--- config.mk ---
export PLATFORM = sky130hd
export DESIGN_NAME = strap_latch
export DESIGN_NICKNAME = d
export VERILOG_FILES = /design/src/rtl/strap_pkg.sv /design/src/rtl/strap_sync.sv /design/src/rtl/strap_window_timer.sv /design/src/rtl/strap_capture.sv /design/src/rtl/strap_latch.sv
export SDC_FILE = /design/constraint.sdc
export NUM_CORES = 1
export LEC_CHECK = 0
export BUFFER_PORTS_ARGS = -buffer_cell sky130_fd_sc_hd__clkbuf_2
export CAP_MARGIN = 10
export CORE_AREA = 5 5 76 78
export CTS_CLUSTER_DIAMETER = 60
export DETAILED_ROUTE_END_ITERATION = 6
export DIE_AREA = 0 0 81 83
export SLEW_MARGIN = 5
export SYNTH_ARGS = -nofsm -noshare
export SYNTH_HDL_FRONTEND = slang
export SYNTH_SLANG_ARGS = --single-unit
export TNS_END_PERCENT = 30
--- constraint.sdc ---
create_clock -name clk -period 5.4 [get_ports clk]
set_clock_uncertainty 0.15 [all_clocks]
set_input_delay 0.54 -clock clk [delete_from_list [all_inputs] [get_ports clk]]
set_output_delay 0.54 -clock clk [all_outputs]
set_load 0.1 [all_outputs]
--- src/rtl/strap_pkg.sv ---
package strap_pkg;

  typedef enum logic {
    WIN_LONG  = 1'b0,
    WIN_SHORT = 1'b1
  } win_kind_e;

  // Status bit: set when both captured pins agree.
  function automatic logic pair_equal(input logic [1:0] pair);
    return ~(pair[1] ^ pair[0]);
  endfunction

  // Counter width that can hold the larger window end.
  function automatic int unsigned cnt_width(input int unsigned a, input int unsigned b);
    int unsigned top;
    top = (a > b) ? a : b;
    return $clog2(top + 1);
  endfunction

endpackage

--- src/rtl/strap_sync.sv ---
module strap_sync #(
  parameter int unsigned W      = 2,
  parameter int unsigned STAGES = 2
) (
  input  logic         clk,
  input  logic         por_n,
  input  logic [W-1:0] d_async,
  output logic [W-1:0] q_sync
);

  logic [W-1:0] stage [STAGES];

  genvar g;
  generate
    for (g = 0; g < STAGES; g++) begin : g_stage
      if (g == 0) begin : g_first
        always_ff @(posedge clk or negedge por_n) begin
          if (!por_n) stage[g] <= '0;
          else        stage[g] <= d_async;
        end
      end else begin : g_next
        always_ff @(posedge clk or negedge por_n) begin
          if (!por_n) stage[g] <= '0;
          else        stage[g] <= stage[g-1];
        end
      end
    end
  endgenerate

  assign q_sync = stage[STAGES-1];

endmodule

--- src/rtl/strap_window_timer.sv ---
module strap_window_timer
  import strap_pkg::*;
#(
  parameter int unsigned LONG_LO  = 16380,
  parameter int unsigned LONG_HI  = 16410,
  parameter int unsigned SHORT_LO = 30,
  parameter int unsigned SHORT_HI = 60,
  parameter int unsigned CW       = 15
) (
  input  logic clk,
  input  logic por_n,
  input  logic ext_low,
  input  logic long_evt,
  output logic restart,
  output logic cap_fire
);

  localparam logic [CW-1:0] L_LO = CW'(LONG_LO);
  localparam logic [CW-1:0] L_HI = CW'(LONG_HI);
  localparam logic [CW-1:0] S_LO = CW'(SHORT_LO);
  localparam logic [CW-1:0] S_HI = CW'(SHORT_HI);

  win_kind_e     kind;
  logic [CW-1:0] cnt;
  logic [CW-1:0] lo_sel;
  logic [CW-1:0] hi_sel;
  logic          win_open;
  logic          saturated;

  assign restart   = ext_low | long_evt;
  assign lo_sel    = (kind == WIN_SHORT) ? S_LO : L_LO;
  assign hi_sel    = (kind == WIN_SHORT) ? S_HI : L_HI;
  assign win_open  = (cnt >= lo_sel) && (cnt < hi_sel);
  assign saturated = (cnt == hi_sel);
  assign cap_fire  = !restart && (cnt == hi_sel - 1'b1);

  always_ff @(posedge clk or negedge por_n) begin
    if (!por_n) begin
      kind <= WIN_LONG;
      cnt  <= '0;
    end else if (ext_low) begin
      kind <= WIN_SHORT;
      cnt  <= '0;
    end else if (long_evt) begin
      kind <= WIN_LONG;
      cnt  <= '0;
    end else if (!saturated) begin
      cnt <= cnt + 1'b1;
    end
  end

  a_r4_cap_in_window: assert property (@(posedge clk) disable iff (!por_n)
    cap_fire |-> win_open);

  a_r6_saturate: assert property (@(posedge clk) disable iff (!por_n)
    (saturated && !restart) |=> $stable(cnt) && !cap_fire);

  a_r9_ext_wins: assert property (@(posedge clk) disable iff (!por_n)
    ext_low |=> (kind == WIN_SHORT) && (cnt == '0));

  a_r2_long_restart: assert property (@(posedge clk) disable iff (!por_n)
    (long_evt && !ext_low) |=> (kind == WIN_LONG) && (cnt == '0));

endmodule

--- src/rtl/strap_capture.sv ---
module strap_capture
  import strap_pkg::*;
(
  input  logic       clk,
  input  logic       por_n,
  input  logic       restart,
  input  logic       cap_fire,
  input  logic [1:0] sel_s,
  output logic [1:0] sel_q,
  output logic       mode_eq,
  output logic       sel_valid
);

  always_ff @(posedge clk or negedge por_n) begin
    if (!por_n) begin
      sel_q     <= 2'b00;
      mode_eq   <= 1'b0;
      sel_valid <= 1'b0;
    end else if (restart) begin
      sel_q     <= 2'b00;
      mode_eq   <= 1'b0;
      sel_valid <= 1'b0;
    end else if (cap_fire) begin
      sel_q     <= sel_s;
      mode_eq   <= pair_equal(sel_s);
      sel_valid <= 1'b1;
    end
  end

  a_r6_hold: assert property (@(posedge clk) disable iff (!por_n)
    (sel_valid && !restart) |=> sel_valid && $stable(sel_q) && $stable(mode_eq));

  a_r8_clear: assert property (@(posedge clk) disable iff (!por_n)
    restart |=> !sel_valid && (sel_q == 2'b00) && !mode_eq);

  a_r5_idle_low: assert property (@(posedge clk) disable iff (!por_n)
    !sel_valid |-> !mode_eq);

  a_r5_eq_on_rise: assert property (@(posedge clk) disable iff (!por_n)
    $rose(sel_valid) |-> (mode_eq == ($countones(sel_q) != 1)));

endmodule

--- src/rtl/strap_latch.sv ---
module strap_latch
  import strap_pkg::*;
#(
  parameter int unsigned LONG_LO  = 16380,
  parameter int unsigned LONG_HI  = 16410,
  parameter int unsigned SHORT_LO = 30,
  parameter int unsigned SHORT_HI = 60,
  parameter int unsigned SYNC_STG = 2
) (
  input  logic       clk,
  input  logic       por_n,
  input  logic       lvr_evt,
  input  logic       cmf_evt,
  input  logic       ext_rst_n,
  input  logic [1:0] sel_pins,
  output logic [1:0] sel_q,
  output logic       mode_eq,
  output logic       sel_valid
);

  localparam int unsigned CW = cnt_width(LONG_HI, SHORT_HI);

  logic [1:0] sel_s;
  logic       restart;
  logic       cap_fire;
  logic       ext_low;
  logic       long_evt;

  assign ext_low  = ~ext_rst_n;
  assign long_evt = lvr_evt | cmf_evt;

  strap_sync #(.W(2), .STAGES(SYNC_STG)) u_sync (
    .clk     (clk),
    .por_n   (por_n),
    .d_async (sel_pins),
    .q_sync  (sel_s)
  );

  strap_window_timer #(
    .LONG_LO (LONG_LO),
    .LONG_HI (LONG_HI),
    .SHORT_LO(SHORT_LO),
    .SHORT_HI(SHORT_HI),
    .CW      (CW)
  ) u_timer (
    .clk     (clk),
    .por_n   (por_n),
    .ext_low (ext_low),
    .long_evt(long_evt),
    .restart (restart),
    .cap_fire(cap_fire)
  );

  strap_capture u_cap (
    .clk      (clk),
    .por_n    (por_n),
    .restart  (restart),
    .cap_fire (cap_fire),
    .sel_s    (sel_s),
    .sel_q    (sel_q),
    .mode_eq  (mode_eq),
    .sel_valid(sel_valid)
  );

  a_r3_ext_invalid: assert property (@(posedge clk) disable iff (!por_n)
    !ext_rst_n |=> !sel_valid);

endmodule

==> metrics.txt, run 1 <==
# TYPE chip_impl_metric gauge
chip_impl_metric{name="initial_cell_density_of_the_core",unit="%"} 24.4
chip_impl_metric{name="drt_first_pass_iters",unit=""} 3
chip_impl_metric{name="power.combinational.fraction",unit="%"} 3.6
chip_impl_metric{name="cap_viol_max_count",unit=""} 0
chip_impl_metric{name="final.setup.tns",unit="ns"} 0
chip_impl_metric{name="cell_internal_pwr",unit="uW"} 250
chip_impl_metric{name="holdBufCountCts",unit=""} 0
chip_impl_metric{name="synth_area_per_cell",unit="um^2"} 9.86
chip_impl_metric{name="grt_pass1_vias",unit=""} 956
chip_impl_metric{name="asyncSetResetFlopFracSynth",unit="%"} 100
chip_impl_metric{name="flow.area_growth_from_synthesis",unit="%"} 13.6
chip_impl_metric{name="drt-total-wl",unit="um"} 2370
chip_impl_info{name="grt_most_used_layer",value="met2"} 1
chip_impl_metric{name="sw_frac_of_total",unit="%"} 21.0
chip_impl_metric{name="routed-via-count",unit=""} 941
chip_impl_metric{name="count_of_cells_resized_by_post_cts_repair",unit=""} 0
chip_impl_metric{name="slew_headroom",unit="%"} 34.4
chip_impl_metric{name="pwr_per_cell_area",unit="mW/mm^2"} 228
chip_impl_info{name="cp-startpoint",value="u_timer.cnt[2]"} 1
chip_impl_info{name="clock_tree.root_cell",value="sky130_fd_sc_hd__clkbuf_8"} 1
chip_impl_metric{name="tritoncts.num_buffers",unit=""} 3
chip_impl_metric{name="max_freq",unit="GHz"} 0.505
chip_impl_metric{name="timing.critical_path.buf_inv",unit=""} 0
chip_impl_metric{name="ys_types",unit=""} 35
chip_impl_metric{name="mappedNetlistArea",unit="mm^2"} 0.00122
chip_impl_metric{name="timing.final.crit_share",unit="%"} 36.7
chip_impl_info{name="hold_path.class",value="input port to asynchronous set/reset pin"} 1
chip_impl_metric{name="routed_wire_length_per_instance",unit="um"} 11.6
chip_impl_metric{name="crit_required",unit="ns"} 5.43
chip_impl_metric{name="p_switching",unit="uW"} 66.5
chip_impl_metric{name="yosysWarningCount",unit=""} 0
chip_impl_metric{name="grt_residual_overflow",unit=""} 0
chip_impl_metric{name="final-max-slew-violation-count",unit=""} 0
chip_impl_info{name="worst_setup_path_end_kind",value="flop"} 1
chip_impl_metric{name="diodes_inserted",unit=""} 0
chip_impl_metric{name="finalSetupViolations",unit=""} 0
chip_impl_metric{name="worst_setup_hold_path_clk_slew",unit="ns"} 0.09
chip_impl_info{name="startpoint_type",value="flop"} 1
chip_impl_metric{name="grt_first_pass_wirelength",unit="um"} 4320
chip_impl_metric{name="layout_min_cycle_time",unit="ns"} 1.98
chip_impl_metric{name="die_h",unit="um"} 83
chip_impl_metric{name="antenna_violations_before_repair",unit=""} 0
chip_impl_metric{name="cts_post_setup_buffers_inserted",unit=""} 0
chip_impl_metric{name="numPortBuffers",unit=""} 10
chip_impl_metric{name="boundaryPins",unit=""} 11
chip_impl_metric{name="clock_insertion_delay_worst_skew",unit="ns"} 0.27
chip_impl_metric{name="design.final.nets",unit=""} 143
chip_impl_metric{name="design_area",unit="mm^2"} 0.00139
chip_impl_info{name="rsz_0062_raised_after_global_routing",value="no"} 1
chip_impl_metric{name="number_of_violations_reported_at_the_end_of_detailed_routing_iteration_0",unit=""} 56
chip_impl_metric{name="layout-drive-gt1-share",unit="%"} 12.7
chip_impl_metric{name="fp.dieArea",unit="mm^2"} 0.00672
chip_impl_info{name="yosys_most_used_dff",value="sky130_fd_sc_hd__dfrtp_1"} 1
chip_impl_metric{name="routed_antenna_nets",unit=""} 0
chip_impl_info{name="critPathTopFamily",value="simple AND/OR/NAND/NOR gates"} 1
chip_impl_metric{name="synth_edf_count",unit=""} 0
chip_impl_metric{name="leakagePower",unit="uW"} 0.000519
chip_impl_metric{name="largest_net_degree_at_the_start_of_global_routing",unit=""} 25
chip_impl_metric{name="use_met2",unit="%"} 12.3
chip_impl_metric{name="detailedPlacementHpwl",unit="um"} 1730
chip_impl_metric{name="postSynthCellCount",unit=""} 124
chip_impl_metric{name="crit_path_max_fanout",unit=""} 10
chip_impl_metric{name="floorplan.rows",unit=""} 26
chip_impl_info{name="layout_common_cells",value="24 x sky130_fd_sc_hd__dfrtp_1, 14 x sky130_fd_sc_hd__nand2_1, 11 x sky130_fd_sc_hd__nor2_1, 10 x sky130_fd_sc_hd__clkbuf_2, 7 x sky130_fd_sc_hd__nand3_1"} 1
chip_impl_metric{name="grt.met1_usage",unit="%"} 10.1
chip_impl_metric{name="irDropWorstVdd",unit="mV"} 0.112
chip_impl_metric{name="seq_power_share",unit="%"} 58.0
chip_impl_metric{name="placed_area",unit="mm^2"} 0.00133
chip_impl_info{name="layout_commonest_cell",value="sky130_fd_sc_hd__dfrtp_1"} 1
chip_impl_info{name="outcome",value="complete, no violations"} 1
chip_impl_metric{name="cts_max_path_buffers",unit=""} 2
chip_impl_metric{name="synth-seq-area-share",unit="%"} 49.1
chip_impl_metric{name="floorplan.core_area",unit="mm^2"} 0.00501
chip_impl_metric{name="grt_usage",unit="%"} 7.83
chip_impl_metric{name="die_width",unit="um"} 81
chip_impl_metric{name="final-hold-violation-count",unit=""} 0
chip_impl_metric{name="pwr-share-clk",unit="%"} 38.4
chip_impl_metric{name="postSynthRegisterBits",unit=""} 24
chip_impl_metric{name="worst_max_slew_pin_slew",unit="ns"} 0.982
chip_impl_metric{name="timing.critical_path.arrival",unit="ns"} 2.01
chip_impl_metric{name="globalplace.congestion",unit=""} 0.832
chip_impl_metric{name="avgViaCountPerCell",unit=""} 4.61
chip_impl_info{name="slowest_stage",value="sky130_fd_sc_hd__or4_1"} 1
chip_impl_info{name="timing_worst_setup_path_type",value="flop to flop"} 1
chip_impl_metric{name="critical-path-max-stage-delay",unit="ns"} 0.55
chip_impl_metric{name="drc",unit=""} 0
chip_impl_metric{name="tritoncts_num_sinks",unit=""} 24
chip_impl_info{name="timing.critical_path.cells",value="and3_1 > nand3_1 > or4_1 > a21oi_1"} 1
chip_impl_metric{name="h-tree-depth",unit=""} 1
chip_impl_metric{name="global_route.usage.met3",unit="%"} 3.03
chip_impl_metric{name="synth.net_count",unit=""} 132
chip_impl_info{name="critical_path.reg2reg.startpoint",value="u_timer.cnt[2]"} 1
chip_impl_info{name="tritoncts",value="yes"} 1
path summary, 6_finish.rpt:
path | end | slack (ns) | depth (start not counted)
worst max-delay path | u_timer.cnt[13] | 3.42 | 4
worst min-delay path | u_timer.cnt[10] | 0.11 | 1
worst max register to register | u_timer.cnt[13] | 3.42 | 4
worst min register to register | u_sync.q_sync[0] | 0.20 | 0
max in group asynchronous | u_cap.sel_valid | 4.59 | 1
min in group clk | u_sync.q_sync[0] | 0.20 | 0
layer usage:
| metal | up-vias | wire length, um |
|---|---|---|
| met5 | - | 0 |
| met1 | 451 | 1170 |
| li1 | 478 | - |
| met4 | 0 | 25 |
| met2 | 8 | 1090 |
| met3 | 4 | 90 |
synth_stat cells (all sizes together) (3+ instances only):
master,number,share of area [%]
nand3,7,2.9
nand2,14,4.3
nor2,11,3.4
dfrtp,24,49
nand4,6,3.1
xnor2,6,4.3
nor4,4,2.0
o31ai,3,1.8
a21oi,6,2.5
or4,3,1.8
xor2,3,2.1
stage by stage:
stage	setup slack, ns	instances	utilization, %	power (uW)	hold WS (ns)
global route	3.25	204	27.7	331	0.169
global placement	3.19	200	26.6	199	0.183
finish	3.42	204	27.7	317	0.114
floorplan	3.52	124	-	192	0.0944
CTS	3.42	204	27.7	322	0.138
detailed placement	3.17	200	26.6	199	0.185
cell families after synthesis:
group	after synthesis	synth area share, %
fa+ha+maj	1	1.02
flops	24	49.1
xor+xnor	9	6.45
buf+inv	6	2.76
mux	3	2.56
simple gates	61	27.3
compound gates	20	10.7
registers in the layout, indices dropped and copies added (netlist names):
register / cells
u_sync.q_sync: 2
u_cap.mode_eq: 1
u_cap.sel_valid: 1
u_cap.sel_q: 2
u_timer.cnt: 15
u_sync.stage: 2
u_timer.kind: 1
area by class of cell:
cell class | count | area [um^2]
Inverter | 2 | 7.51
Clock buffer | 4 | 55.1
Tap cell | 70 | 87.6
Fill cell | 553 | 3620
Sequential cell | 24 | 601
Timing Repair Buffer | 10 | 50.0
Multi-Input combinational cell | 94 | 588
power groups by stage:
stage                     registers [uW]  logic, uW  clock network [uW]
after global routing                 184       13.5                 133
after detailed placement             188       11.8                   0
final                                184       11.4                 122
after CTS                            184       11.8                 126
after floorplan                      187       5.37                   0
after global placement               188       11.6                   0
worst register-to-register path, stage by stage (launching register included):
cell and delay (ns):
sky130_fd_sc_hd__dfrtp_1 0.51, sky130_fd_sc_hd__and3_1 0.31, sky130_fd_sc_hd__nand3_1 0.22, sky130_fd_sc_hd__or4_1 0.55
sky130_fd_sc_hd__a21oi_1 0.15
(Power assumes the default switching activity.)
==> inputs of run 2 (changes only) <==
--- a/config.mk
+++ b/config.mk
@@ -5,12 +5,13 @@
 export SDC_FILE = /design/constraint.sdc
 export NUM_CORES = 1
 export LEC_CHECK = 0
+export ABC_AREA = 1
 export BUFFER_PORTS_ARGS = -buffer_cell sky130_fd_sc_hd__clkbuf_2
 export CAP_MARGIN = 10
-export CORE_AREA = 5 5 76 78
+export CORE_AREA = 5 5 81 83
 export CTS_CLUSTER_DIAMETER = 60
 export DETAILED_ROUTE_END_ITERATION = 6
-export DIE_AREA = 0 0 81 83
+export DIE_AREA = 0 0 86 88
 export SLEW_MARGIN = 5
 export SYNTH_ARGS = -nofsm -noshare
 export SYNTH_HDL_FRONTEND = slang
==> constraint.sdc (replaced) <==
create_clock -name clk -period 2 [get_ports clk]
set_clock_uncertainty 0.15 [all_clocks]
set_input_delay 0.2 -clock clk [delete_from_list [all_inputs] [get_ports clk]]
set_output_delay 0.2 -clock clk [all_outputs]
set_load 0.1 [all_outputs]
==> run 2 against run 1 <==
Effect of this change:
- die area increased by 13%
- clock power increased to 3.6 times the previous value
- fmax increased by 31%
- core utilization increased by 0.46 points
- setup slack got worse by 2.9 ns
- first-iteration DRC count increased by 8.9%
- area after synthesis increased by 14%
- count of clock-buffer cells in the layout decreased by 1
- critical path depth increased by 5
- sequential power increased to 2.7 times the previous value
- via count increased by 23%
- register-to-register slack got worse by 2.9 ns
- critical path type unchanged
- largest power group unchanged
==> metrics.txt, run 2 <==
# TYPE chip_impl_metric gauge
chip_impl_info{name="outcome",value="complete, no violations"} 1
chip_impl_metric{name="crit_path_max_fanout",unit=""} 5
chip_impl_info{name="yosys_most_used_dff",value="sky130_fd_sc_hd__dfrtp_1"} 1
chip_impl_info{name="layout_common_cells",value="36 x sky130_fd_sc_hd__nand2_1, 25 x sky130_fd_sc_hd__nor2_1, 24 x sky130_fd_sc_hd__dfrtp_1, 23 x sky130_fd_sc_hd__inv_1, 11 x sky130_fd_sc_hd__nand3_1"} 1
chip_impl_metric{name="h-tree-depth",unit=""} 1
chip_impl_metric{name="synth_area_per_cell",unit="um^2"} 7.93
chip_impl_info{name="r2r-end",value="u_timer.cnt[10]"} 1
chip_impl_metric{name="postSynthCellCount",unit=""} 176
chip_impl_info{name="max_flop_register",value="u_timer.cnt"} 1
chip_impl_metric{name="global_route.usage.met3",unit="%"} 1.41
chip_impl_metric{name="yosysWarningCount",unit=""} 0
chip_impl_info{name="post-synth-top-count-cell",value="sky130_fd_sc_hd__nand2_1"} 1
chip_impl_metric{name="timing.final.crit_share",unit="%"} 75.7
chip_impl_metric{name="drt-total-wl",unit="um"} 2920
chip_impl_metric{name="die_h",unit="um"} 88
chip_impl_metric{name="synth_top_cell_area_share",unit="%"} 43.0
chip_impl_metric{name="grt_pass1_vias",unit=""} 1058
chip_impl_metric{name="floorplan.rows",unit=""} 28
chip_impl_metric{name="drc",unit=""} 0
chip_impl_metric{name="slew_headroom",unit="%"} 59.4
chip_impl_metric{name="globalplace.congestion",unit=""} 0.870
chip_impl_metric{name="tritoncts_num_sinks",unit=""} 24
chip_impl_info{name="holdCritStartpoint",value="ext_rst_n"} 1
chip_impl_metric{name="diodes_inserted",unit=""} 0
chip_impl_info{name="worst_hold_path.endpoint",value="u_timer.kind"} 1
chip_impl_metric{name="grt_residual_overflow",unit=""} 0
chip_impl_metric{name="initial_cell_density_of_the_core",unit="%"} 24.1
chip_impl_metric{name="design.final.nets",unit=""} 201
chip_impl_info{name="critical_path.reg2reg.startpoint",value="u_timer.cnt[0]"} 1
chip_impl_info{name="cpMostUsedCell",value="sky130_fd_sc_hd__nand2_2"} 1
chip_impl_info{name="slowest_stage",value="sky130_fd_sc_hd__dfrtp_1"} 1
chip_impl_info{name="rsz_0062_raised_after_global_routing",value="no"} 1
chip_impl_info{name="netlist.top_cell.by_area",value="sky130_fd_sc_hd__dfrtp_1"} 1
chip_impl_info{name="worst_setup_path_end_kind",value="flop"} 1
chip_impl_info{name="layout_commonest_cell",value="sky130_fd_sc_hd__nand2_1"} 1
chip_impl_metric{name="hold-path-cell-count",unit=""} 2
chip_impl_info{name="clock_tree.root_cell",value="sky130_fd_sc_hd__clkbuf_8"} 1
chip_impl_metric{name="grt.met1_usage",unit="%"} 10.7
chip_impl_metric{name="cap_viol_max_count",unit=""} 0
chip_impl_metric{name="mappedNetlistArea",unit="mm^2"} 0.00140
chip_impl_metric{name="worst-r2r-cell-count",unit=""} 9
chip_impl_metric{name="pwr_per_cell_area",unit="mW/mm^2"} 608
chip_impl_metric{name="max_freq",unit="GHz"} 0.660
chip_impl_metric{name="grt_first_pass_wirelength",unit="um"} 4910
chip_impl_metric{name="worst_setup_hold_path_clk_slew",unit="ns"} 0.09
chip_impl_metric{name="flow.area_growth_from_synthesis",unit="%"} 16.8
chip_impl_metric{name="dp.cells",unit=""} 260
chip_impl_metric{name="setup.reg_to_reg.worst_slack",unit="ns"} 0.49
chip_impl_metric{name="largest_net_degree_at_the_start_of_global_routing",unit=""} 25
chip_impl_metric{name="finalSetupViolations",unit=""} 0
chip_impl_info{name="tritoncts",value="yes"} 1
chip_impl_metric{name="number_of_violations_reported_at_the_end_of_detailed_routing_iteration_0",unit=""} 61
chip_impl_metric{name="leakagePower",unit="uW"} 0.000775
chip_impl_metric{name="routed_wire_length_per_instance",unit="um"} 10.9
chip_impl_metric{name="clock_insertion_delay_worst_skew",unit="ns"} 0.27
chip_impl_metric{name="tritoncts.num_buffers",unit=""} 3
chip_impl_metric{name="numPortBuffers",unit=""} 10
chip_impl_info{name="grt_most_used_layer",value="met2"} 1
chip_impl_metric{name="use_met2",unit="%"} 13.7
chip_impl_info{name="critPathTopFamily",value="simple AND/OR/NAND/NOR gates"} 1
chip_impl_metric{name="drt_first_pass_iters",unit=""} 4
chip_impl_metric{name="grt_usage",unit="%"} 8.11
chip_impl_metric{name="count_of_cells_resized_by_post_cts_repair",unit=""} 0
chip_impl_metric{name="crit_required",unit="ns"} 2.06
chip_impl_info{name="timing.critical_path.cells",value="ha_1 > nand2_2 > nor2_2 > nand2_2 > nor2_4 > nand2_2 > nand2_1 > nand2_1 > nor2_1"} 1
chip_impl_metric{name="timing.critical_path.buf_inv",unit=""} 0
chip_impl_metric{name="cts_max_path_buffers",unit=""} 2
chip_impl_metric{name="layout-drive-gt1-share",unit="%"} 19.8
chip_impl_metric{name="final.setup.tns",unit="ns"} 0
chip_impl_metric{name="critical-path-max-stage-delay",unit="ns"} 0.44
chip_impl_metric{name="fp.dieArea",unit="mm^2"} 0.00757
chip_impl_metric{name="routed-via-count",unit=""} 1156
chip_impl_info{name="synth.top_cells.by_count",value="36 x sky130_fd_sc_hd__nand2_1, 25 x sky130_fd_sc_hd__nor2_1, 24 x sky130_fd_sc_hd__dfrtp_1, 23 x sky130_fd_sc_hd__inv_1, 11 x sky130_fd_sc_hd__nand3_1"} 1
chip_impl_metric{name="synth_edf_count",unit=""} 0
chip_impl_info{name="hold_path.class",value="input port to flop"} 1
chip_impl_metric{name="final-max-slew-violation-count",unit=""} 0
chip_impl_metric{name="floorplan.core_area",unit="mm^2"} 0.00578
chip_impl_metric{name="boundaryPins",unit=""} 11
chip_impl_metric{name="layout_min_cycle_time",unit="ns"} 1.51
chip_impl_metric{name="avgViaCountPerCell",unit=""} 4.33
chip_impl_metric{name="final-hold-violation-count",unit=""} 0
chip_impl_metric{name="asyncSetResetFlopFracSynth",unit="%"} 100
chip_impl_metric{name="worst_max_slew_pin_slew",unit="ns"} 0.609
chip_impl_metric{name="layout.filler_cells",unit=""} 634
chip_impl_metric{name="timing.critical_path.arrival",unit="ns"} 1.57
chip_impl_metric{name="postSynthRegisterBits",unit=""} 24
chip_impl_metric{name="routed_antenna_nets",unit=""} 0
chip_impl_metric{name="synth.net_count",unit=""} 184
chip_impl_metric{name="largest_register_ff_count",unit=""} 15
chip_impl_metric{name="detailedPlacementHpwl",unit="um"} 2260
chip_impl_metric{name="ys_types",unit=""} 25
chip_impl_metric{name="antenna_violations_before_repair",unit=""} 0
chip_impl_metric{name="die_width",unit="um"} 86
chip_impl_metric{name="synth-seq-area-share",unit="%"} 43.0
chip_impl_info{name="startpoint_type",value="flop"} 1
chip_impl_info{name="synth.area.top_cells",value="sky130_fd_sc_hd__dfrtp_1 43%, sky130_fd_sc_hd__nand2_1 9.7%, sky130_fd_sc_hd__nor2_1 6.7%, sky130_fd_sc_hd__inv_1 6.2%, sky130_fd_sc_hd__nand4_1 4.0%"} 1
chip_impl_info{name="timing_worst_setup_path_type",value="flop to flop"} 1
chip_impl_metric{name="finalPower",unit="uW"} 990
chip_impl_metric{name="final-instance-count-excl-fill",unit=""} 267
chip_impl_metric{name="irDropWorstVdd",unit="mV"} 0.409
-- run 2: cell count changes after synthesis, sizes merged, moves of 4 or more --
| cell | delta |
|---|---|
| nand2 | +31 |
| inv | +24 |
| nor2 | +22 |
| nand3 | +5 |
| xnor2 | -5 |
| nand4 | +4 |
| nor3 | +4 |
| o21ai | +4 |
-- run 2: timing repair --
action	in CTS	in global routing
hold buffers	3	0
endpoints found under the hold margin	26	0
setup buffers	0	0
-- run 2: logic make-up after synthesis --
| kind of cell | after synthesis | share of synthesized area [%] |
|---|---|---|
| simple gates | 109 | 41.8 |
| buf+inv | 27 | 7.80 |
| flops | 24 | 43.0 |
| compound gates | 12 | 4.57 |
| xor+xnor | 3 | 1.88 |
| fa+ha+maj | 1 | 0.897 |
-- run 2: cell type report --
class                   count  area, um^2  area share (%)
flip-flops and latches     24         601            36.9
multi-input cells         125         686            42.1
well taps                  75        93.8            5.76
inverters                  26        97.6            5.99
clock inverters             1        30.0            1.84
repair buffers             13        80.1            4.92
clock buffers               3        41.3            2.53
-- run 2: power breakdown --
part	internal, uW	switching (uW)
logic	19.0	40.6
clock network	268	166
registers	491	4.93
-- run 2: routing by layer --
metal | share of wire (%) | routed length (um)
met5 | 0 | 0
met4 | 1.2 | 34
met2 | 48 | 1390
met1 | 49 | 1420
met3 | 2.5 | 72
-- run 2: worst max path at each step --
stage | from | end | slack, ns | depth (start not counted)
finish | u_timer.cnt[0] | u_timer.cnt[10] | 0.49 | 9
global route | u_timer.cnt[8] | u_timer.cnt[1] | 0.33 | 6
CTS | u_timer.cnt[0] | u_timer.cnt[10] | 0.49 | 9
detailed placement | u_timer.cnt[0] | u_timer.cnt[10] | 0.50 | 9
global placement | u_timer.cnt[0] | u_timer.cnt[10] | 0.51 | 9
floorplan | u_cap.sel_valid | u_cap.sel_valid | 0.60 | 2
-- run 2: through the flow --
step / util (%) / area [um^2] / setup WS [ns] / hold slack [ns]
6_report: 28.2 / 1630 / 0.486 / 0.00787
3_3_place_gp: 26.4 / 1530 / 0.512 / 0.0940
4_1_cts: 28.2 / 1630 / 0.485 / 0.00515
5_1_grt: 28.2 / 1630 / 0.332 / 0.0365
3_5_place_dp: 26.4 / 1530 / 0.505 / 0.0931
2_1_floorplan: - / 1400 / 0.603 / -0.246
